### src/rtl/hbc_pkg.sv
package hbc_pkg;

  localparam int NPH = 3;

  typedef enum logic [1:0] {
    LEG_MID = 2'b00,
    LEG_TOP = 2'b01,
    LEG_ALT = 2'b10,
    LEG_BOT = 2'b11
  } leg_code_e;

  // Map a leg state code onto its rail level (-1, 0, +1).
  function automatic logic signed [2:0] leg_level(input logic [1:0] code);
    case (leg_code_e'(code))
      LEG_TOP: return 3'sd1;
      LEG_BOT: return -3'sd1;
      default: return 3'sd0;
    endcase
  endfunction

endpackage

### src/rtl/hbc_carrier.sv
module hbc_carrier #(
  parameter int PEAK = 256,
  parameter int CW   = 10
) (
  input  logic                 clk,
  input  logic                 rst,
  output logic signed [CW-1:0] car,
  output logic                 trig
);
  localparam logic signed [CW-1:0] PK = CW'(PEAK);
  localparam logic signed [CW-1:0] NK = CW'(-PEAK);

  logic up;

  always_ff @(posedge clk) begin
    if (rst) begin
      car  <= NK;
      up   <= 1'b1;
      trig <= 1'b0;
    end else begin
      trig <= (car == PK) || (car == NK);
      if (up) begin
        if (car == PK) begin
          car <= car - 1'b1;
          up  <= 1'b0;
        end else begin
          car <= car + 1'b1;
        end
      end else begin
        if (car == NK) begin
          car <= car + 1'b1;
          up  <= 1'b1;
        end else begin
          car <= car - 1'b1;
        end
      end
    end
  end
endmodule

### src/rtl/hbc_refcalc.sv
module hbc_refcalc
  import hbc_pkg::*;
#(
  parameter int RW   = 16,
  parameter int PEAK = 256,
  parameter int UNIT = 256,
  parameter int CW   = 10
) (
  input  logic                 clk,
  input  logic                 rst,
  input  logic signed [RW-1:0] sin_i,
  input  logic signed [RW-1:0] fund_i,
  input  logic [1:0]           code_own,
  input  logic [1:0]           code_nb1,
  input  logic [1:0]           code_nb2,
  output logic signed [CW-1:0] ref_o,
  output logic                 clip_o
);
  localparam int XW = RW + $clog2(UNIT + 1) + 4;
  localparam logic signed [XW-1:0] UNIT_X = XW'(UNIT);
  localparam logic signed [XW-1:0] PK_X   = XW'(PEAK);
  localparam logic signed [XW-1:0] NK_X   = XW'(-PEAK);

  logic signed [2:0]    lv_own, lv_nb1, lv_nb2;
  logic signed [XW-1:0] lvl_x, pat_x, sum_x, sat_x;
  logic                 clip_d;

  always_comb begin
    lv_own = leg_level(code_own);
    lv_nb1 = leg_level(code_nb1);
    lv_nb2 = leg_level(code_nb2);
    // Leg voltage minus the three-leg mean, scaled by 3 into LEG_UNIT steps
    lvl_x  = (XW'(lv_own) <<< 1) - XW'(lv_nb1) - XW'(lv_nb2);
    pat_x  = lvl_x * UNIT_X;
    sum_x  = XW'(sin_i) - pat_x + XW'(fund_i);
    clip_d = 1'b0;
    sat_x  = sum_x;
    if (sum_x > PK_X) begin
      sat_x  = PK_X;
      clip_d = 1'b1;
    end else if (sum_x < NK_X) begin
      sat_x  = NK_X;
      clip_d = 1'b1;
    end
  end

  always_ff @(posedge clk) begin
    if (rst) begin
      ref_o  <= '0;
      clip_o <= 1'b0;
    end else begin
      ref_o  <= sat_x[CW-1:0];
      clip_o <= clip_d;
    end
  end
endmodule

### src/rtl/hbc_deadtime.sv
module hbc_deadtime #(
  parameter int DEAD = 4
) (
  input  logic clk,
  input  logic rst,
  input  logic des,
  output logic sw_hi,
  output logic sw_lo
);
  localparam int TW = $clog2(DEAD + 1);
  localparam logic [TW-1:0] LOAD = TW'(DEAD - 1);

  logic          des_q;
  logic [TW-1:0] tmr;

  always_ff @(posedge clk) begin
    if (rst) begin
      des_q <= 1'b0;
      tmr   <= LOAD;
      sw_hi <= 1'b0;
      sw_lo <= 1'b0;
    end else begin
      des_q <= des;
      if (des != des_q) begin
        tmr   <= LOAD;
        sw_hi <= 1'b0;
        sw_lo <= 1'b0;
      end else if (tmr != '0) begin
        tmr   <= tmr - 1'b1;
        sw_hi <= 1'b0;
        sw_lo <= 1'b0;
      end else begin
        sw_hi <= des;
        sw_lo <= ~des;
      end
    end
  end
endmodule

### src/rtl/hbc_modulator.sv
module hbc_modulator
  import hbc_pkg::*;
#(
  parameter int RW       = 16,
  parameter int CAR_PEAK = 256,
  parameter int LEG_UNIT = 256,
  parameter int DEAD     = 4
) (
  input  logic                clk,
  input  logic                rst,
  input  logic [NPH*RW-1:0]   sin_ref,
  input  logic [NPH*RW-1:0]   fund_ref,
  input  logic [2*NPH-1:0]    leg_code,
  output logic [4*NPH-1:0]    gate,
  output logic                sample_trig,
  output logic                ovm_flag
);
  localparam int CW = $clog2(CAR_PEAK) + 2;

  logic signed [CW-1:0] car;
  logic [NPH-1:0]       clip_vec;

  hbc_carrier #(.PEAK(CAR_PEAK), .CW(CW)) u_car (
    .clk  (clk),
    .rst  (rst),
    .car  (car),
    .trig (sample_trig)
  );

  for (genvar p = 0; p < NPH; p++) begin : g_ph
    localparam int Q = (p + 1) % NPH;
    localparam int R = (p + 2) % NPH;

    logic signed [CW-1:0] ref_q, nref;
    logic                 des_a, des_b;

    hbc_refcalc #(.RW(RW), .PEAK(CAR_PEAK), .UNIT(LEG_UNIT), .CW(CW)) u_ref (
      .clk      (clk),
      .rst      (rst),
      .sin_i    ($signed(sin_ref[p*RW +: RW])),
      .fund_i   ($signed(fund_ref[p*RW +: RW])),
      .code_own (leg_code[2*p +: 2]),
      .code_nb1 (leg_code[2*Q +: 2]),
      .code_nb2 (leg_code[2*R +: 2]),
      .ref_o    (ref_q),
      .clip_o   (clip_vec[p])
    );

    // Unipolar: leg B sees the mirrored reference against the same carrier
    always_comb begin
      nref  = -ref_q;
      des_a = ref_q > car;
      des_b = nref > car;
    end

    hbc_deadtime #(.DEAD(DEAD)) u_dt_a (
      .clk   (clk),
      .rst   (rst),
      .des   (des_a),
      .sw_hi (gate[4*p]),
      .sw_lo (gate[4*p+1])
    );

    hbc_deadtime #(.DEAD(DEAD)) u_dt_b (
      .clk   (clk),
      .rst   (rst),
      .des   (des_b),
      .sw_hi (gate[4*p+2]),
      .sw_lo (gate[4*p+3])
    );
  end

  always_ff @(posedge clk) begin
    if (rst)            ovm_flag <= 1'b0;
    else if (|clip_vec) ovm_flag <= 1'b1;
  end
endmodule

### config.mk
export PLATFORM = sky130hd
export DESIGN_NAME = hbc_modulator
export DESIGN_NICKNAME = d
export VERILOG_FILES = /design/src/rtl/hbc_pkg.sv /design/src/rtl/hbc_carrier.sv /design/src/rtl/hbc_refcalc.sv /design/src/rtl/hbc_deadtime.sv /design/src/rtl/hbc_modulator.sv
export SDC_FILE = /design/constraint.sdc
export NUM_CORES = 1
export LEC_CHECK = 0
export BUFFER_PORTS_ARGS = -buffer_cell sky130_fd_sc_hd__buf_4
export CORE_ASPECT_RATIO = 1.2
export CORE_MARGIN = 2
export CORE_UTILIZATION = 41
export CTS_BUF_LIST = sky130_fd_sc_hd__clkbuf_8 sky130_fd_sc_hd__clkbuf_16
export DETAILED_ROUTE_END_ITERATION = 6
export SYNTH_ARGS = -nofsm -noshare
export SYNTH_HDL_FRONTEND = slang
export SYNTH_SLANG_ARGS = --single-unit
### constraint.sdc
create_clock -name clk -period 17.78 [get_ports clk]
set_input_delay 4.445 -clock clk [delete_from_list [all_inputs] [get_ports clk]]
set_output_delay 4.445 -clock clk [all_outputs]
set_load 0.05 [all_outputs]
# --- Yosys cells after proc, flatten, opt, wreduce, memory -nomap -nowiden ---
# Index checks and enable logic that the tools add are counted.
totals:
  regBits: 82
  in_bits: 104
  elab_cells: 142
classes:
  addsub: 23
  order_cmp: 12
  n_eq_ne: 14
  muxes: 21
  n_bitwise: 6
  n_reduce_logical: 26
op_table:
  columns: ["operator", "n"]
  rows:
  - ["$add 29x16->29", 3]
  - ["$gt 29x10->1 const B", 3]
  - ["$lt 29x9->1 const B", 3]
  - ["$sub 16x29->29", 3]
  - ["$gt 10x10->1", 6]
  - ["$mux 10", 6]
  - ["$neg 10->10", 3]
  - ["$reduce_or 3->1", 10]
  - ["$mux 9", 3]
  - ["$pmux 3 s2", 3]
  - ["$reduce_bool 3->1", 6]
  - ["$reduce_or 2->1", 9]
  - ["$sub 3x1->3 const B", 6]
  - ["$sub 5x3->6", 3]
  - ["$sub 4x3->5", 3]
  - ["$add 10x1->10 const B", 1]
  - ["$eq 10x10->1 const B", 1]
  - ["$eq 10x9->1 const B", 1]
  - ["$sub 10x1->10 const B", 1]
  - ["$mux 1", 9]
  - ["$eq 2x1->1 const B", 3]
  - ["$eq 2x2->1 const B", 3]
  - ["$ne 1x1->1", 6]
  - ["$not 1->1", 6]
  - ["$logic_or 1x1->1", 1]

# --- Logic depth before layout (Yosys ltp) ---
logic_depth:
  ltp_word: 9
  depth_mapped: 20
  mapped_depth_nobuf: 20

# --- By module ---
# A second synthesis with hierarchy kept.
unflattened:
  hier_cells: 1228
  area_unflattened_um2: 10341.2
by_module_without_submodules:
  columns: ["module", "instances", "cells_per_inst", "area_each_um2", "seq_area_each_um2"]
  rows:
  - ["hbc_refcalc at g_ph[1].u_ref", 1, 262, 2049.5, 220.2]
  - ["hbc_refcalc at g_ph[2].u_ref", 1, 239, 2021.9, 220.2]
  - ["hbc_refcalc at g_ph[0].u_ref", 1, 242, 1983.2, 220.2]
  - ["hbc_modulator", 1, 235, 1856.8, 20.0]
  - ["hbc_deadtime", 6, 24, 260.2, 120.1]
  - ["hbc_carrier", 1, 106, 868.3, 240.2]

# --- Worst setup path before layout ---
# Ideal clock, no wire load.
synth_path:
  path_type: "input-to-reg"
  from: "in leg_code[4]"
  to: "reg g_ph[0].u_ref.ref_o[8]"
  setup_time_ns: 0.115
  arrival_ns: 8.499
  t_required_ns: 17.665
  slack_ns: 9.165
  stages: 18
  path_buffers: 1
  cell_sequence: "nand2_1 > inv_1 > fa_1 > inv_1 > ha_1 > a21oi_1 > xor2_1 > fa_1 > ha_1 > a21o_1 > a21o_1 > a21o_1 > o31ai_1 > a21oi_1 > a21oi_1 > or4b_1 > buf_6 > o21ba_2"
synth_via:
  elab_chain_len: 8
  elab_cells_between_ends: 10
  classes_between: "3 x add/sub; 2 x order compare; 2 x eq/ne; 3 x mux"
synth_rtl:
  columns: ["item", "line", "rtl"]
  rows:
  - ["from (decl)", "hbc_modulator.sv:13", "input logic [2*NPH-1:0] leg_code,"]
  - ["$eq 2x2->1 / $eq 2x1->1 (equally long branches)", "hbc_pkg.sv:14", "case (leg_code_e'(code))"]
  - ["$pmux 3 s2 (*)", "hbc_pkg.sv:14", null]
  - ["$sub 5x3->6 (*)", "hbc_refcalc.sv:33", "lvl_x = (XW'(lv_own) <<< 1) - XW'(lv_nb1) - XW'(lv_nb2);"]
  - ["$sub 16x29->29 (*)", "hbc_refcalc.sv:35", "sum_x = XW'(sin_i) - pat_x + XW'(fund_i);"]
  - ["$add 29x16->29 (*)", "hbc_refcalc.sv:35", null]
  - ["$lt 29x9->1", "hbc_refcalc.sv:41", "end else if (sum_x < NK_X) begin"]
  - ["$mux 10", "hbc_refcalc.sv:41", null]
  - ["$mux 9 (*)", "hbc_refcalc.sv:38", "if (sum_x > PK_X) begin"]
  - ["to (signal assigned)", "hbc_refcalc.sv:52", "ref_o <= sat_x[CW-1:0];"]
  - ["to (decl)", "hbc_refcalc.sv:16", "output logic signed [CW-1:0] ref_o,"]
# Mark *: on every way between the ends. The rest lies on a longest branch, timed or not.
# A chain may end at the register's enable or synchronous reset.

# --- Worst setup path after layout ---
layout_path:
  from: "in leg_code[4]"
  to: "reg g_ph[2].u_ref.ref_o[1]"
layout_via:
  elab_chain_len: 8
  elab_cells_between_ends: 10
  classes_between: "4 x add/sub; 2 x order compare; 2 x eq/ne; 1 x mux; 1 x reduce/logical"
layout_rtl:
  columns: ["item", "line"]
  rows:
  - ["$eq 2x2->1 / $eq 2x1->1 (equally long branches)", "hbc_pkg.sv:14"]
  - ["$pmux 3 s2 (*)", "hbc_pkg.sv:14"]
  - ["$sub 4x3->5 (*)", "hbc_refcalc.sv:33"]
  - ["$sub 5x3->6 (*)", "hbc_refcalc.sv:33"]
  - ["$sub 16x29->29 (*)", "hbc_refcalc.sv:35"]
  - ["$add 29x16->29 (*)", "hbc_refcalc.sv:35"]
  - ["$lt 29x9->1 / $gt 29x10->1 (equally long branches)", "hbc_refcalc.sv:41, hbc_refcalc.sv:38"]
  - ["$reduce_or 3->1 (no line) (*)", null]
  - ["to (signal assigned)", "hbc_refcalc.sv:52"]
  - ["to (decl)", "hbc_refcalc.sv:16"]
# Marks and branches as above.

==> results.sh <==
export IMPL_run_status="complete, no violations"
export IMPL_ys_async_sr_fraction_pct=0
export IMPL_post_cts_setup_buffer_count=0
export IMPL_ir_worst_vdd_uv=58.4
export IMPL_worstPathArrival_ps=9050
export IMPL_finalCoreUtilization_pct=47.7
export IMPL_slew_headroom_pct=52.5
export IMPL_finalCriticalPeriod_ps=8780
export IMPL_post_synth_cell_area_avg_um2=8.04
export IMPL_placement_cell_area_um2=10800
export IMPL_netlist_cell_type_count=72
export IMPL_worstSetupStartpointType="primary input"
export IMPL_placement_io_buffers=117
export IMPL_i_o_pin_cnt=118
export IMPL_wl_met3_um=856
export IMPL_rows=61
export IMPL_tritoncts_num_buffers=9
export IMPL_highest_layer_used_for_signal_routing="met4"
export IMPL_drc=0
export IMPL_antenna_cells=0
export IMPL_worst_r2r_cell_count=10
export IMPL_grtUsageTotal_pct=17.4
export IMPL_critical_path_slowest_cell="sky130_fd_sc_hd__fa_1"
export IMPL_die_height_um=173
export IMPL_worstHoldPathType="register to register"
export IMPL_initial_core_util_pct=41.8
export IMPL_finalWirelength_um=21400
export IMPL_critical_path_reg2reg_endpoint="g_ph[2].u_dt_b.sw_lo"
export IMPL_vias_per_cell=5.13
export IMPL_cp_data_required_time_ps=18050
export IMPL_finalHoldViolations=0
export IMPL_synth_net_count=1502
export IMPL_grt_pass1_vias=7925
export IMPL_layout_commonest_cell="sky130_fd_sc_hd__ha_1"
export IMPL_timing_max_cap_violations=0
export IMPL_worst_r2r_startpoint="g_ph[2].u_ref.ref_o[3]"
export IMPL_worstHoldStart="g_ph[0].u_ref.clip_o"
export IMPL_path_max_fanout=8
export IMPL_dpl_hpwl_um=17600
export IMPL_ctsHoldBuffers=0
export IMPL_grt_first_pass_wirelength_um=36300
export IMPL_max_freq_ghz=0.114
export IMPL_min_delay_path_depth=2
export IMPL_final_area_um2=11100
export IMPL_syn_inst=1206
export IMPL_netlist_top_cell_by_area="sky130_fd_sc_hd__ha_1"
export IMPL_clock_sinks=82
export IMPL_die_area_um2=24900
export IMPL_grt_remaining_overflow=0
export IMPL_ctsHtreeMaxLevel=3
export IMPL_netlist_area_um2=9700
export IMPL_drtPass1Iterations=4
export IMPL_yosys_warnings=0
export IMPL_postSynthRegisterBits=82
export IMPL_detail_route_antenna_nets=0
export IMPL_placeableCoreArea_um2=23200
export IMPL_routed_via_count=8274
export IMPL_detailroute_wirelength_met2_um=10100
export IMPL_final_max_slew_viols=0
export IMPL_timing_final_crit_share_pct=49.4
export IMPL_min_to="ovm_flag"
export IMPL_grt_setup_unrepaired="false"
export IMPL_floorplan_die_width_um=144
export IMPL_largest_net_degree_at_the_start_of_global_routing=75
export IMPL_instances_no_fill=1613
export IMPL_dp_cells=1597
export IMPL_synth_main_ff_cell="sky130_fd_sc_hd__dfxtp_1"
export IMPL_cts_tree="built"
export IMPL_drive_above_1_share_pct=11.9
export IMPL_post_cts_resize_count=0
export IMPL_totalNegativeSetupSlack_ps=0
export IMPL_area_delta_synth_final_pct=14.0
export IMPL_avgRoutedWirePerCell_um=13.3
export IMPL_leakagePower_nw=5.43
export IMPL_final_nets=1589
export IMPL_fillerInstances=2396
export IMPL_routedLengthMet1_um=10300
export IMPL_grt_antenna_before_repair=0
export IMPL_clk_path_buf_depth=2
export IMPL_globalplace_congestion=0.912
export IMPL_critical_path_class="primary input to register"
export IMPL_edff_count_synth=0
export IMPL_power_per_cell_area_nw_per_um2=96.9
export IMPL_synth_top_cells_by_area="sky130_fd_sc_hd__ha_1, sky130_fd_sc_hd__dfxtp_1, sky130_fd_sc_hd__inv_1"
export IMPL_critPathMostFrequentCell="sky130_fd_sc_hd__a21oi_1"
export IMPL_setup_violations_final=0
export IMPL_setup_reg_to_reg_worst_slack_ps=14560
export IMPL_synthDominantCellAreaShare_pct=22.3
export IMPL_hold_slack_ps=451
export IMPL_setup_worst_path_end_class="register"
export IMPL_clk_transition_reported_paths_ps=60
export IMPL_worst_skew_pair_later_pin_latency_ps=350
export IMPL_final_cell_mix="sky130_fd_sc_hd__ha_1, sky130_fd_sc_hd__inv_1, sky130_fd_sc_hd__buf_4, sky130_fd_sc_hd__dfxtp_1, sky130_fd_sc_hd__nor2_1"
export IMPL_cpLargestDelayFamily="adder cells"
export IMPL_drtIter0Drc=302
export IMPL_crit_chain="buf_4, nand2_1, inv_1, fa_1, inv_1, ha_1, a21oi_1, xor2_1, fa_1, ha_1, a21oi_1, inv_1, a21oi_1, a21oi_1, or4_1, a32oi_1, nand4b_2, a21oi_1"
export IMPL_crit_buf_inv=4
export IMPL_cts_root_buffer_cell="sky130_fd_sc_hd__clkbuf_16"
export IMPL_ys_seq_area_share_pct=16.9
export IMPL_worst_path_largest_cell_delay_ps=520
export IMPL_worst_tran_pin_value_ps=712
export IMPL_clock_skew_ps=9.85
[synthesized netlist by cell type, types with 4 or more instances]
library cell,count
sky130_fd_sc_hd__or2_2,4
sky130_fd_sc_hd__o21ai_0,31
sky130_fd_sc_hd__o21a_1,32
sky130_fd_sc_hd__nor3b_1,4
sky130_fd_sc_hd__nor2b_1,25
sky130_fd_sc_hd__nand2b_1,37
sky130_fd_sc_hd__o21bai_1,5
sky130_fd_sc_hd__fa_1,19
sky130_fd_sc_hd__nand4_1,13
sky130_fd_sc_hd__and2_1,13
sky130_fd_sc_hd__nor3_1,37
sky130_fd_sc_hd__nor4b_1,12
sky130_fd_sc_hd__nand4b_1,5
sky130_fd_sc_hd__dfxtp_1,82
sky130_fd_sc_hd__nand3_1,27
sky130_fd_sc_hd__inv_1,149
sky130_fd_sc_hd__or3_1,7
sky130_fd_sc_hd__xnor2_1,46
sky130_fd_sc_hd__and3_1,6
sky130_fd_sc_hd__clkbuf_1,24
sky130_fd_sc_hd__mux2i_1,23
sky130_fd_sc_hd__o22a_1,5
sky130_fd_sc_hd__nor4_1,13
sky130_fd_sc_hd__o22ai_1,6
sky130_fd_sc_hd__o31ai_1,7
sky130_fd_sc_hd__a31oi_1,17
sky130_fd_sc_hd__a211oi_1,13
sky130_fd_sc_hd__xor2_1,37
sky130_fd_sc_hd__a21oi_1,69
sky130_fd_sc_hd__a21o_1,29
sky130_fd_sc_hd__o21ai_1,4
sky130_fd_sc_hd__ha_1,173
sky130_fd_sc_hd__a211o_1,4
sky130_fd_sc_hd__nand2_1,74
sky130_fd_sc_hd__buf_4,13
sky130_fd_sc_hd__nor2_1,79
sky130_fd_sc_hd__o31a_1,8
[worst max-delay path by stage]
stage / cells past startpoint / slack, ps / endpoint / start
final: 18 / 9000 / g_ph[2].u_ref.ref_o[1] / leg_code[4]
after global routing: 19 / 8500 / g_ph[1].u_ref.ref_o[3] / leg_code[0]
after CTS: 18 / 9020 / g_ph[0].u_ref.clip_o / leg_code[4]
after detailed placement: 18 / 8660 / g_ph[0].u_ref.clip_o / leg_code[4]
after global placement: 18 / 8720 / g_ph[0].u_ref.clip_o / leg_code[4]
after floorplan: 18 / 9170 / g_ph[0].u_ref.ref_o[8] / leg_code[4]
[where the power goes]
part | total [mW] | internal [mW] | switching, mW | leakage [nW]
registers | 0.221 | 0.205 | 0.0160 | 0.669
clock network | 0.191 | 0.113 | 0.0784 | 0.154
logic | 0.660 | 0.293 | 0.368 | 4.60
[worst register-to-register path, cell delays in order, from the launching register on]
cell,delay (ps)
sky130_fd_sc_hd__dfxtp_1,350
sky130_fd_sc_hd__or3_1,410
sky130_fd_sc_hd__or3_1,340
sky130_fd_sc_hd__nor3_1,290
sky130_fd_sc_hd__xnor2_1,120
sky130_fd_sc_hd__ha_1,300
sky130_fd_sc_hd__nand2_1,80
sky130_fd_sc_hd__nor4_1,420
sky130_fd_sc_hd__o22a_1,210
sky130_fd_sc_hd__o31a_1,330
sky130_fd_sc_hd__nor4b_1,280
[routing by layer]
metal | vias to the layer above | global-route usage [%]
met5 | - | 0
met4 | 0 | 3.20
met3 | 9 | 3.03
met2 | 124 | 29.5
met1 | 3758 | 23.2
li1 | 4383 | -
[through the flow]
step                      setup slack [ps]  power (mW)
after CTS                             9020        1.08
after detailed placement              8660       0.882
after global placement                8720       0.879
after floorplan                       9170       0.750
final                                 9000        1.07
after global routing                  8500        1.18
[cells by family (layout without fill, tap and decap cells)]
logic type	Yosys count	after routing	share of synthesized area, %
compound gates	258	258	18.0
xor+xnor	84	84	7.66
fa+ha+maj	192	192	26.2
buf+inv	190	282	7.97
flops	82	82	16.9
mux	26	26	2.75
simple gates	374	374	20.5
[sequential cells by signal, indices dropped and copies added (netlist names)]
signal             flops
g_ph.u_dt_b.sw_hi      3
g_ph.u_dt_a.sw_hi      3
g_ph.u_dt_a.sw_lo      3
g_ph.u_dt_b.sw_lo      3
u_car.trig             1
g_ph.u_ref.clip_o      3
ovm_flag               1
g_ph.u_dt_a.tmr        9
u_car.car             10
g_ph.u_ref.ref_o      30
g_ph.u_dt_b.tmr        9
g_ph.u_dt_a.des_q      3
u_car.up               1
g_ph.u_dt_b.des_q      3
[layout make-up]
class | instances | area [um^2] | share of cell area, %
Clock buffer | 10 | 239 | 2.16
Clock inverter | 6 | 65.1 | 0.588
Inverter | 149 | 559 | 5.05
Multi-Input combinational cell | 934 | 7290 | 65.9
Sequential cell | 82 | 1640 | 14.8
Tap cell | 315 | 394 | 3.56
Timing Repair Buffer | 117 | 878 | 7.94
No activity file was read; power rests on OpenSTA's default activity.
